`src/rtl/aux_fmt_pkg.sv`:
```
package aux_fmt_pkg;

    localparam int AUX_ADDR_W    = 20;
    localparam int AUX_CMD_W     = 4;
    localparam int AUX_HDR_BYTES = 4;

    localparam logic [AUX_CMD_W-1:0] CMD_CONT_MASK = 4'b1011;
    localparam logic [AUX_CMD_W-1:0] CMD_NAT_WR    = 4'b1000;
    localparam logic [AUX_CMD_W-1:0] CMD_NAT_RD    = 4'b1001;
    localparam logic [AUX_CMD_W-1:0] CMD_BUS_WR    = 4'b0000;
    localparam logic [AUX_CMD_W-1:0] CMD_BUS_RD    = 4'b0001;
    localparam logic [AUX_CMD_W-1:0] CMD_BUS_WSU   = 4'b0010;

    localparam logic [AUX_ADDR_W-1:0] KEY_ADDR_DEF = 20'h68007;

    typedef enum logic [1:0] {
        ST_OK        = 2'd0,
        ST_TOO_BIG   = 2'd1,
        ST_INVALID   = 2'd2,
        ST_BAD_REPLY = 2'd3
    } aux_status_e;

    typedef enum logic [1:0] {
        KIND_WRITE = 2'd0,
        KIND_READ  = 2'd1,
        KIND_NONE  = 2'd2
    } aux_kind_e;

    function automatic aux_kind_e aux_classify(input logic [AUX_CMD_W-1:0] cmd);
        aux_kind_e k;
        case (cmd & CMD_CONT_MASK)
            CMD_NAT_WR, CMD_BUS_WR, CMD_BUS_WSU: k = KIND_WRITE;
            CMD_NAT_RD, CMD_BUS_RD:              k = KIND_READ;
            default:                             k = KIND_NONE;
        endcase
        return k;
    endfunction

    function automatic logic aux_is_key_write(input logic [AUX_CMD_W-1:0] cmd,
                                              input logic [AUX_ADDR_W-1:0] addr,
                                              input logic [AUX_ADDR_W-1:0] key_addr);
        return ((cmd & CMD_CONT_MASK) == CMD_NAT_WR) && (addr == key_addr);
    endfunction

endpackage

```
`src/rtl/aux_hdr_build.sv`:
```
module aux_hdr_build
    import aux_fmt_pkg::*;
#(
    parameter int MAX_XFER = 20,
    parameter int LEN_W    = 5,
    parameter logic [AUX_ADDR_W-1:0] KEY_ADDR = KEY_ADDR_DEF,
    localparam int PAY_MAX = MAX_XFER - AUX_HDR_BYTES,
    localparam int EXT_W   = LEN_W + 2
) (
    input  logic [AUX_CMD_W-1:0]  cmd,
    input  logic [AUX_ADDR_W-1:0] addr,
    input  logic [LEN_W-1:0]      len,
    input  logic [PAY_MAX*8-1:0]  data,
    output aux_status_e           status,
    output logic [LEN_W-1:0]      tx_len,
    output logic [LEN_W-1:0]      rx_len,
    output logic                  key_sel,
    output logic                  is_write,
    output logic [MAX_XFER*8-1:0] bytes
);

    aux_kind_e        kind;
    logic             has_body;
    logic             ok;
    logic             too_big;
    logic [EXT_W-1:0] len_x;
    logic [EXT_W-1:0] tx_x;
    logic [EXT_W-1:0] rx_x;

    always_comb begin
        kind     = aux_classify(cmd);
        has_body = (len != '0);
        len_x    = EXT_W'(len);
        if (kind == KIND_WRITE) begin
            tx_x = has_body ? len_x + EXT_W'(AUX_HDR_BYTES) : EXT_W'(AUX_HDR_BYTES - 1);
            rx_x = EXT_W'(2);
        end else begin
            tx_x = has_body ? EXT_W'(AUX_HDR_BYTES) : EXT_W'(AUX_HDR_BYTES - 1);
            rx_x = len_x + EXT_W'(1);
        end
        too_big = (tx_x > EXT_W'(MAX_XFER)) || (rx_x > EXT_W'(MAX_XFER));
        if (kind == KIND_NONE)
            status = ST_INVALID;
        else if (too_big)
            status = ST_TOO_BIG;
        else
            status = ST_OK;
        ok       = (status == ST_OK);
        tx_len   = ok ? LEN_W'(tx_x) : '0;
        rx_len   = ok ? LEN_W'(rx_x) : '0;
        key_sel  = ok && aux_is_key_write(cmd, addr, KEY_ADDR);
        is_write = (kind == KIND_WRITE);
    end

    // One lane per output byte: header lanes from command, address and
    // length, payload lanes from the write data when inside the length.
    for (genvar k = 0; k < MAX_XFER; k++) begin : g_lane
        logic [7:0] raw;
        if (k == 0) begin : g_b0
            assign raw = {cmd, addr[AUX_ADDR_W-1:16]};
        end else if (k == 1) begin : g_b1
            assign raw = addr[15:8];
        end else if (k == 2) begin : g_b2
            assign raw = addr[7:0];
        end else if (k == 3) begin : g_b3
            assign raw = has_body ? 8'(len - LEN_W'(1)) : 8'h00;
        end else begin : g_pay
            assign raw = (is_write && (int'(len) > (k - AUX_HDR_BYTES)))
                         ? data[8*(k-AUX_HDR_BYTES) +: 8] : 8'h00;
        end
        assign bytes[8*k +: 8] = ok ? raw : 8'h00;
    end

endmodule

```
`src/rtl/aux_rsp_parse.sv`:
```
module aux_rsp_parse
    import aux_fmt_pkg::*;
#(
    parameter int MAX_XFER = 20,
    parameter int LEN_W    = 5,
    localparam int EXT_W   = LEN_W + 2
) (
    input  logic                      ctx_write,
    input  logic [LEN_W-1:0]          ctx_len,
    input  logic [LEN_W-1:0]          cnt,
    input  logic [MAX_XFER*8-1:0]     rbytes,
    output aux_status_e               status,
    output logic [3:0]                code,
    output logic [LEN_W-1:0]          count,
    output logic [(MAX_XFER-1)*8-1:0] payload
);

    logic             bad;
    logic [EXT_W-1:0] cnt_x;
    logic [EXT_W-1:0] exp_x;
    logic [EXT_W-1:0] lim_x;
    logic [7:0]       acc;
    logic [LEN_W-1:0] wr_count;
    logic [LEN_W-1:0] rd_count;

    always_comb begin
        cnt_x  = EXT_W'(cnt);
        bad    = (cnt == '0) || (cnt_x > EXT_W'(MAX_XFER));
        exp_x  = EXT_W'(ctx_len) + EXT_W'(1);
        lim_x  = (cnt_x > exp_x) ? exp_x : cnt_x;
        rd_count = bad ? '0 : LEN_W'(lim_x - EXT_W'(1));
        acc    = rbytes[15:8];
        if (cnt_x >= EXT_W'(2))
            wr_count = (int'(acc) > int'(ctx_len)) ? ctx_len : LEN_W'(acc);
        else
            wr_count = ctx_len;
        status = bad ? ST_BAD_REPLY : ST_OK;
        code   = bad ? 4'h0 : rbytes[7:4];
        if (bad)
            count = '0;
        else if (ctx_write)
            count = wr_count;
        else
            count = rd_count;
    end

    for (genvar i = 0; i < MAX_XFER - 1; i++) begin : g_pay
        assign payload[8*i +: 8] = (!bad && !ctx_write && (int'(count) > i))
                                   ? rbytes[8*(i+1) +: 8] : 8'h00;
    end

endmodule

```
`src/rtl/aux_req_fmt.sv`:
```
module aux_req_fmt
    import aux_fmt_pkg::*;
#(
    parameter int MAX_XFER = 20,
    parameter int LEN_W    = 5,
    parameter logic [AUX_ADDR_W-1:0] KEY_ADDR = KEY_ADDR_DEF,
    localparam int PAY_MAX = MAX_XFER - AUX_HDR_BYTES
) (
    input  logic                      clk,
    input  logic                      rst,
    input  logic                      req_valid,
    input  logic [AUX_CMD_W-1:0]      req_cmd,
    input  logic [AUX_ADDR_W-1:0]     req_addr,
    input  logic [LEN_W-1:0]          req_len,
    input  logic [PAY_MAX*8-1:0]      req_data,
    output logic                      fmt_valid,
    output logic [1:0]                fmt_status,
    output logic [MAX_XFER*8-1:0]     fmt_bytes,
    output logic [LEN_W-1:0]          fmt_tx_len,
    output logic [LEN_W-1:0]          fmt_rx_len,
    output logic                      fmt_key_sel,
    input  logic                      rsp_valid,
    input  logic [LEN_W-1:0]          rsp_cnt,
    input  logic [MAX_XFER*8-1:0]     rsp_bytes,
    output logic                      par_valid,
    output logic [1:0]                par_status,
    output logic [3:0]                par_code,
    output logic [LEN_W-1:0]          par_count,
    output logic [(MAX_XFER-1)*8-1:0] par_bytes
);

    aux_status_e               b_status;
    logic [LEN_W-1:0]          b_tx_len;
    logic [LEN_W-1:0]          b_rx_len;
    logic                      b_key_sel;
    logic                      b_write;
    logic [MAX_XFER*8-1:0]     b_bytes;

    aux_status_e               p_status;
    logic [3:0]                p_code;
    logic [LEN_W-1:0]          p_count;
    logic [(MAX_XFER-1)*8-1:0] p_bytes;

    logic                      ctx_write;
    logic [LEN_W-1:0]          ctx_len;

    aux_hdr_build #(
        .MAX_XFER (MAX_XFER),
        .LEN_W    (LEN_W),
        .KEY_ADDR (KEY_ADDR)
    ) u_build (
        .cmd      (req_cmd),
        .addr     (req_addr),
        .len      (req_len),
        .data     (req_data),
        .status   (b_status),
        .tx_len   (b_tx_len),
        .rx_len   (b_rx_len),
        .key_sel  (b_key_sel),
        .is_write (b_write),
        .bytes    (b_bytes)
    );

    aux_rsp_parse #(
        .MAX_XFER (MAX_XFER),
        .LEN_W    (LEN_W)
    ) u_parse (
        .ctx_write (ctx_write),
        .ctx_len   (ctx_len),
        .cnt       (rsp_cnt),
        .rbytes    (rsp_bytes),
        .status    (p_status),
        .code      (p_code),
        .count     (p_count),
        .payload   (p_bytes)
    );

    always_ff @(posedge clk) begin
        if (rst) begin
            fmt_valid   <= 1'b0;
            fmt_status  <= ST_OK;
            fmt_bytes   <= '0;
            fmt_tx_len  <= '0;
            fmt_rx_len  <= '0;
            fmt_key_sel <= 1'b0;
            ctx_write   <= 1'b0;
            ctx_len     <= '0;
        end else begin
            fmt_valid <= req_valid;
            if (req_valid) begin
                fmt_status  <= b_status;
                fmt_bytes   <= b_bytes;
                fmt_tx_len  <= b_tx_len;
                fmt_rx_len  <= b_rx_len;
                fmt_key_sel <= b_key_sel;
                if (b_status == ST_OK) begin
                    ctx_write <= b_write;
                    ctx_len   <= req_len;
                end
            end
        end
    end

    always_ff @(posedge clk) begin
        if (rst) begin
            par_valid  <= 1'b0;
            par_status <= ST_OK;
            par_code   <= '0;
            par_count  <= '0;
            par_bytes  <= '0;
        end else begin
            par_valid <= rsp_valid;
            if (rsp_valid) begin
                par_status <= p_status;
                par_code   <= p_code;
                par_count  <= p_count;
                par_bytes  <= p_bytes;
            end
        end
    end

endmodule

```
`config.mk`:
```
export PLATFORM = sky130hd
export DESIGN_NAME = aux_req_fmt
export DESIGN_NICKNAME = d
export VERILOG_FILES = /design/src/rtl/aux_fmt_pkg.sv /design/src/rtl/aux_hdr_build.sv /design/src/rtl/aux_rsp_parse.sv /design/src/rtl/aux_req_fmt.sv
export SDC_FILE = /design/constraint.sdc
export NUM_CORES = 1
export LEC_CHECK = 0
export BUFFER_PORTS_ARGS = -buffer_cell sky130_fd_sc_hd__buf_2
export CAP_MARGIN = 10
export CORE_AREA = 3 3 257 259
export DETAILED_ROUTE_END_ITERATION = 10
export DIE_AREA = 0 0 260 262
export PLACE_DENSITY = 0.53
export SYNTH_ARGS = -nofsm -noshare
export SYNTH_HDL_FRONTEND = slang
export SYNTH_SLANG_ARGS = --single-unit
```
`constraint.sdc`:
```
create_clock -name clk -period 5.4 [get_ports clk]
set_clock_uncertainty 0.05 [all_clocks]
set_input_delay 0.54 -clock clk [delete_from_list [all_inputs] [get_ports clk]]
set_output_delay 0.54 -clock clk [all_outputs]
set_load 0.01 [all_outputs]
```
# Word level (Yosys, flattened, before mapping)
# Index checks and enable logic that the tools add are counted.
[word_totals]
in_bits = 326
rom_bits = 0
wordCells = 187
memories = 0
ff_bits = 344
latchBits = 0
ramBits = 0
output_inout_bits = 338
[classes]
n_lt_le_gt_ge = 41
n_mul = 0
n_reduce_logical = 50
shifts = 0
n_mux = 72
addsub = 5
n_bitwise = 0
n_eq_ne = 6
div = 0
[ops]
columns = ["operator", "count"]
rows = [
  ["8-bit two-way mux", 56],
  ["5-bit by 4-bit greater-than comparator with 1-bit output, second input constant", 16],
  ["5-bit by 3-bit greater-than comparator with 1-bit output, second input constant", 8],
  ["1-bit logical AND", 38],
  ["5-bit two-way mux", 7],
  ["7-bit two-way mux", 3],
  ["20-bit by 19-bit == test with 1-bit output, second input constant", 1],
  ["5-bit by 1-bit greater-than comparator with 1-bit output, second input constant", 4],
  ["5-bit by 2-bit greater-than comparator with 1-bit output, second input constant", 4],
  ["5-bit greater-than comparator, second input constant", 4],
  ["7-bit by 5-bit greater-than comparator with 1-bit output, second input constant", 2],
  ["5-bit by 1-bit adder with 6-bit output, second input constant", 2],
  ["8-bit by 5-bit greater-than comparator with 1-bit output", 1],
  ["5-bit by 3-bit adder with 6-bit output, second input constant", 1],
  ["3-bit == test, second input constant", 2],
  ["5-bit by 6-bit greater-than comparator with 1-bit output", 1],
  ["5-bit by 1-bit subtractor with 6-bit output, second input constant", 1],
  ["5-bit by 2-bit greater-or-equal comparator with 1-bit output, second input constant", 1],
  ["5-bit zero test", 1],
  ["5-bit nonzero test", 1],
  ["5-bit by 1-bit subtractor with 5-bit output, second input constant", 1],
  ["2-bit zero test", 2],
  ["4-bit zero test", 1],
  ["2-bit two-way mux", 2],
  ["12 further kinds", 14],
]

# Logic depth before layout (Yosys ltp)
[logic_depth]
word_depth = 11
depth_mapped = 17
depth_no_buf = 15

# Hierarchy
# A second synthesis with hierarchy kept.
[hier_totals]
cells_unflattened = 1788
hier_area_um2 = 16744.8
[modules_own_cells]
columns = ["module", "instances", "seq_area_each_um2", "area_per_inst_um2", "cells_per_inst"]
rows = [
  ["aux_req_fmt", 1, 6886.6, 12273.0, 1114],
  ["aux_rsp_parse", 1, 0.0, 2401.1, 359],
  ["aux_hdr_build", 1, 0.0, 2070.7, 315],
]

# Worst setup path before layout
# Ideal clock, no wire load.
[synth_path]
kind = "flip-flop to flip-flop"
startpoint = "register ctx_len[1]"
endpoint = "register par_bytes[100]"
stages_incl_launch_ff = 17
n_path_buf = 1
slack_ns = 1.243
arrival_ns = 4.022
required_ns = 5.265
path_cell_list = "dfxtp_1 > ha_1 > nand3_1 > xnor2_1 > ha_1 > nand3_1 > o21bai_1 > a31oi_1 > mux2i_1 > ha_1 > or3_1 > o21ai_0 > mux2_2 > a2111oi_4 > buf_6 > a21oi_2 > o31ai_2"
[synth_between]
elab_chain_len = 9
word_cells_on_any_way = 12
classes_between = "add/sub: 2; order compare: 3; mux: 6; reduce/logical: 1"
[synth_rtl]
columns = ["item", "line_no", "text"]
rows = [
  ["from (decl)", "aux_req_fmt.sv:45", "logic [LEN_W-1:0] ctx_len;"],
  ["from (signal assigned)", "aux_req_fmt.sv:98", "ctx_len <= req_len;"],
  ["5-bit by 1-bit adder with 6-bit output", "aux_rsp_parse.sv:29", "exp_x = EXT_W'(ctx_len) + EXT_W'(1);"],
  ["5-bit by 6-bit greater-than comparator with 1-bit output", "aux_rsp_parse.sv:30", "lim_x = (cnt_x > exp_x) ? exp_x : cnt_x;"],
  ["5-bit two-way mux", "aux_rsp_parse.sv:30", ""],
  ["5-bit by 1-bit subtractor with 5-bit output", "aux_rsp_parse.sv:31", "rd_count = bad ? '0 : LEN_W'(lim_x - EXT_W'(1));"],
  ["5-bit two-way mux *", "aux_rsp_parse.sv:41", "else if (ctx_write)"],
  ["5-bit two-way mux *", "aux_rsp_parse.sv:39", "if (bad)"],
  ["5-bit by 4-bit greater-than comparator with 1-bit output *", "aux_rsp_parse.sv:48", "assign payload[8*i +: 8] = (!bad && !ctx_write && (int'(count) > i))"],
  ["1-bit logical AND *", "aux_rsp_parse.sv:48", ""],
  ["8-bit two-way mux *", "aux_rsp_parse.sv:49", "? rbytes[8*(i+1) +: 8] : 8'h00;"],
  ["to (signal assigned)", "aux_req_fmt.sv:117", "par_bytes <= p_bytes;"],
  ["to (decl)", "aux_req_fmt.sv:29", "output logic [(MAX_XFER-1)*8-1:0] par_bytes"],
]
# Every way passes the cells marked *; elsewhere a longest branch is shown, timed or not.
# A chain may end at the register's enable or synchronous reset.

# Worst setup path after layout
[layout_path]
startpoint = "register ctx_len[2]"
endpoint = "register par_bytes[46]"
[layout_between]
elab_chain_len = 9
word_cells_on_any_way = 12
classes_between = "add/sub: 2; order compare: 3; mux: 6; reduce/logical: 1"
[layout_rtl]
columns = ["item", "line_no"]
rows = [
  ["5-bit by 1-bit adder with 6-bit output", "aux_rsp_parse.sv:29"],
  ["5-bit by 6-bit greater-than comparator with 1-bit output", "aux_rsp_parse.sv:30"],
  ["5-bit two-way mux", "aux_rsp_parse.sv:30"],
  ["5-bit by 1-bit subtractor with 5-bit output", "aux_rsp_parse.sv:31"],
  ["5-bit two-way mux *", "aux_rsp_parse.sv:41"],
  ["5-bit two-way mux *", "aux_rsp_parse.sv:39"],
  ["5-bit by 3-bit greater-than comparator with 1-bit output *", "aux_rsp_parse.sv:48"],
  ["1-bit logical AND *", "aux_rsp_parse.sv:48"],
  ["8-bit two-way mux *", "aux_rsp_parse.sv:49"],
]
# Marks and branches as above.

==> impl_results.md <==
* Clock sinks at 341
* Total Routed Length at 56.4 mm
* Final-layout fill cell count at a little under 7,000
* Syn Inst Count at approximately 1,400
* Cell repeated most along the worst path: nand3_1
* Core Area at about 64,000 um2
* Syn Area/Cell at between 9 and 10 um2
* Share of post-route cells with drive strength above 1 at 38.7%
* Ys Warns at 0
* Crit Path Max Fanout at 10
* Crit-path leading delay family: compound AO/OA/AOI/OAI gates
* Worst Tran Pin Value at approximately 1.2 ns
* Final Hold Fails at 0
* WP buf/inv at 0
* Status: finished clean
* Internal reg-to-reg setup slack at 0.57 ns
* Hold Crit Depth at 2
* Total Routing Usage GR at between 15 and 20%
* Routed Antenna Nets at 0
* Pwr dens at 333 nW/um2
* Worst skew pair latency at 0.55 ns
* Die W at 260 um
* Clock root cell: clkbuf_16
* Vias in the first global route at 13,565
* Share of flip-flops with an asynchronous set or reset at 0%
* Max cap viols at 0
* Layout area overhead at 40.7%
* Placer Congestion at approximately 0.84
* Post-synth EDFFs at 0
* PortBufs at 659
* CTS tree: done
* Die ar. at slightly below 70,000 um2
* Biggest area consumer among synthesized cells: dfxtp_1
* Largest vdd supply drop at roughly 0.00020 V
* Mean number of vias per cell at between 4 and 5
* PostCTS Resize Cnt at 0
* CP required at approximately 5.8 ns
* Register bit total from synthesis at about 340
* Reg-to-reg startpoint: ctx_len[2]
* Wire length per cell at just under 20 um
* Post-synthesis cell type count at between 70 and 80
* Max-slew headroom at a little over a fifth
* Syn_nets at ~1,800
* Final setup violation count at 0
* Synth area leaders: dfxtp_1, a22o_1, nand2_1
* Initial DRC Count at a little over 900
* Crit end category: flop
* Met1 Track Usage GR at between 10% and 20%
* Htree depth at 2
* Starting Density at 21.2%
* Vias at between 10,000 and 15,000
* RSZ-0062 raised after global routing: false
* Slowest cell on the critical path: a2111oi_4
* Crit Path Class: reg2reg
* Post-DP HPWL at about 42 mm
* Cells along the critical path: nand3_1 -> xnor2_1 -> ha_1 -> nand3_1 -> o21bai_1 -> a31oi_1 -> mux2i_1 -> ha_1 -> nand3_1 -> or4_1 -> nand3_1 -> a32oi_4 -> a2111oi_4 -> o31ai_1
* DRC Markers at 0
* Post-synth top area share at ~50%
* Overflow after GRT at 0
* Pre-CTS setup slack at around 0.56 ns
* Post-route minimum period at about 4.8 ns
* Die height at about 260 um
* Max Slew Vio Count at 0
* Most common flop cell mapped by yosys: dfxtp_1
* Synth cell count leaders: dfxtp_1, a22o_1, nand2_1
* Min-delay src: req_data[116]
* Most common cell in the netlist: dfxtp_1
* Boundary Pins at around 660
* Critical path arrival at about 5.2 ns
* Postcts setup bufs at 0
* Met3 Usage GRT at 4.47%
* Row cnt at 93
* WHS at between 0.1 and 0.15 ns
* M2 GR Usage at a little over a quarter
* Pin count of the biggest net entering global routing at approximately 160
* TritonCTS Buffers at 39
* Hold Path Sink: fmt_bytes[148]
* Worst-path clk slew at approximately 0.060 ns
* Nets@finish at between 2,000 and 2,500
* Reg2reg path depth at 14
* Sequential element share of the synthesized area at between 50% and 60%
* Achievable Freq at ~210 MHz
* Global-route wire length before repair at 82.0 mm
* CTS Buffer Depth at 3
* Leak Pwr at around 9 nW
* Initial antenna violation count at 13
* DR pass1 iterations at 5
* Setup_tns at 0 ns
* Crit Reg-Reg Endpoint: par_bytes[46]
* Post-Synthesis Cell Area at approximately 14,000 um2
* Final Cycle Share at around nine tenths
* Hold buffer count at cts at 0
* Total power at about 6.4 mW
* Max incr delay on CP at roughly 0.80 ns
* HP Class: in2reg
* Top Usage Layer GRT: met2
* Critical Path Start Type: flop
* PnR worst setup slack at approximately 0.57 ns
## cell usage in the layout, fill, tap and decap left out, drive strengths merged, types with 5 or more instances in the layout
cell type,n
nor3,6
buf,691
o221ai,8
a211oi,6
diode,8
mux2i,9
and3,48
nand2,171
nor4,5
o21ai,84
nand2b,9
a32oi,41
a2111oi,13
nand4,20
nor2,35
and2,5
clkinv,17
o311ai,8
nand3,37
xnor2,6
clkbuf,50
a22oi,16
a22o,177
ha,21
inv,37
dfxtp,341
a21oi,51
o2111ai,17
a221oi,11
o211ai,27
o31ai,28
## sequential cells by signal, summed over array words and instances (netlist names)
name,cells
fmt_rx_len,5
fmt_key_sel,1
par_bytes,152
par_code,4
par_status,1
par_valid,1
par_count,5
fmt_tx_len,5
fmt_bytes,158
ctx_len,5
fmt_status,2
ctx_write,1
fmt_valid,1
## layer usage
metal,part of all wire (%),routed length [um]
met3,8.5,4810
met4,3.4,1930
met5,0.094,53
met2,48,27100
met1,40,22500
## worst max path at each step
stage,startpoint,to,slack [ns],cells past startpoint
after floorplan,ctx_len[1],par_bytes[100],1.24,16
after global placement,ctx_len[0],par_bytes[47],0.67,15
after detailed placement,ctx_len[0],par_bytes[46],0.56,15
after CTS,ctx_len[0],par_bytes[46],0.56,15
after global routing,ctx_len[0],par_bytes[116],0.14,16
final,ctx_len[2],par_bytes[46],0.57,14
## cell type report
type                       count  area (um2)  area share, %
antenna                        8        20.0          0.104
clock inverter                21         234           1.22
multi-input combinational    906        6220           32.5
inverter                      38         143          0.744
timing repair buffer         691        3580           18.7
clock buffer                  50        1080           5.63
sequential                   341        6830           35.6
tap                          855        1070           5.58
## report_power, final
part           leakage [nW]  switching (mW)  internal (mW)
sequential             2.76          0.0546           2.61
combinational          5.57           0.644          0.349
clock                 0.652            1.12           1.61
total                  8.99            1.81           4.57
## worst register-to-register path, stage by stage, from the launching register on
cell and delay, ns:
dfxtp_1 0.56, nand3_1 0.15, xnor2_1 0.18, ha_1 0.35, nand3_1 0.11, o21bai_1 0.17
a31oi_1 0.64, mux2i_1 0.35, ha_1 0.28, nand3_1 0.11, or4_1 0.41, nand3_1 0.22
a32oi_4 0.18, a2111oi_4 0.80, o31ai_1 0.13
## stage by stage
step                      instances  utilization, %  cell area (um2)
final                          2910            29.9            19200
after floorplan                1403               -            13600
after detailed placement       2831            27.8            17800
after global placement         2831            27.8            17800
after CTS                      2902            29.9            19200
after global routing           2909            29.9            19200
## kinds of logic after synthesis
logic type	after synthesis	share of synthesized area [%]
AO/OA/AOI/OAI	513	29.7
AND/OR/NAND/NOR	354	12.4
flip-flops	341	50.1
adder cells (fa/ha/maj)	21	1.93
multiplexers	10	0.744
buffers and inverters	156	4.60
XOR/XNOR	8	0.514
(Power assumes the default switching activity.)
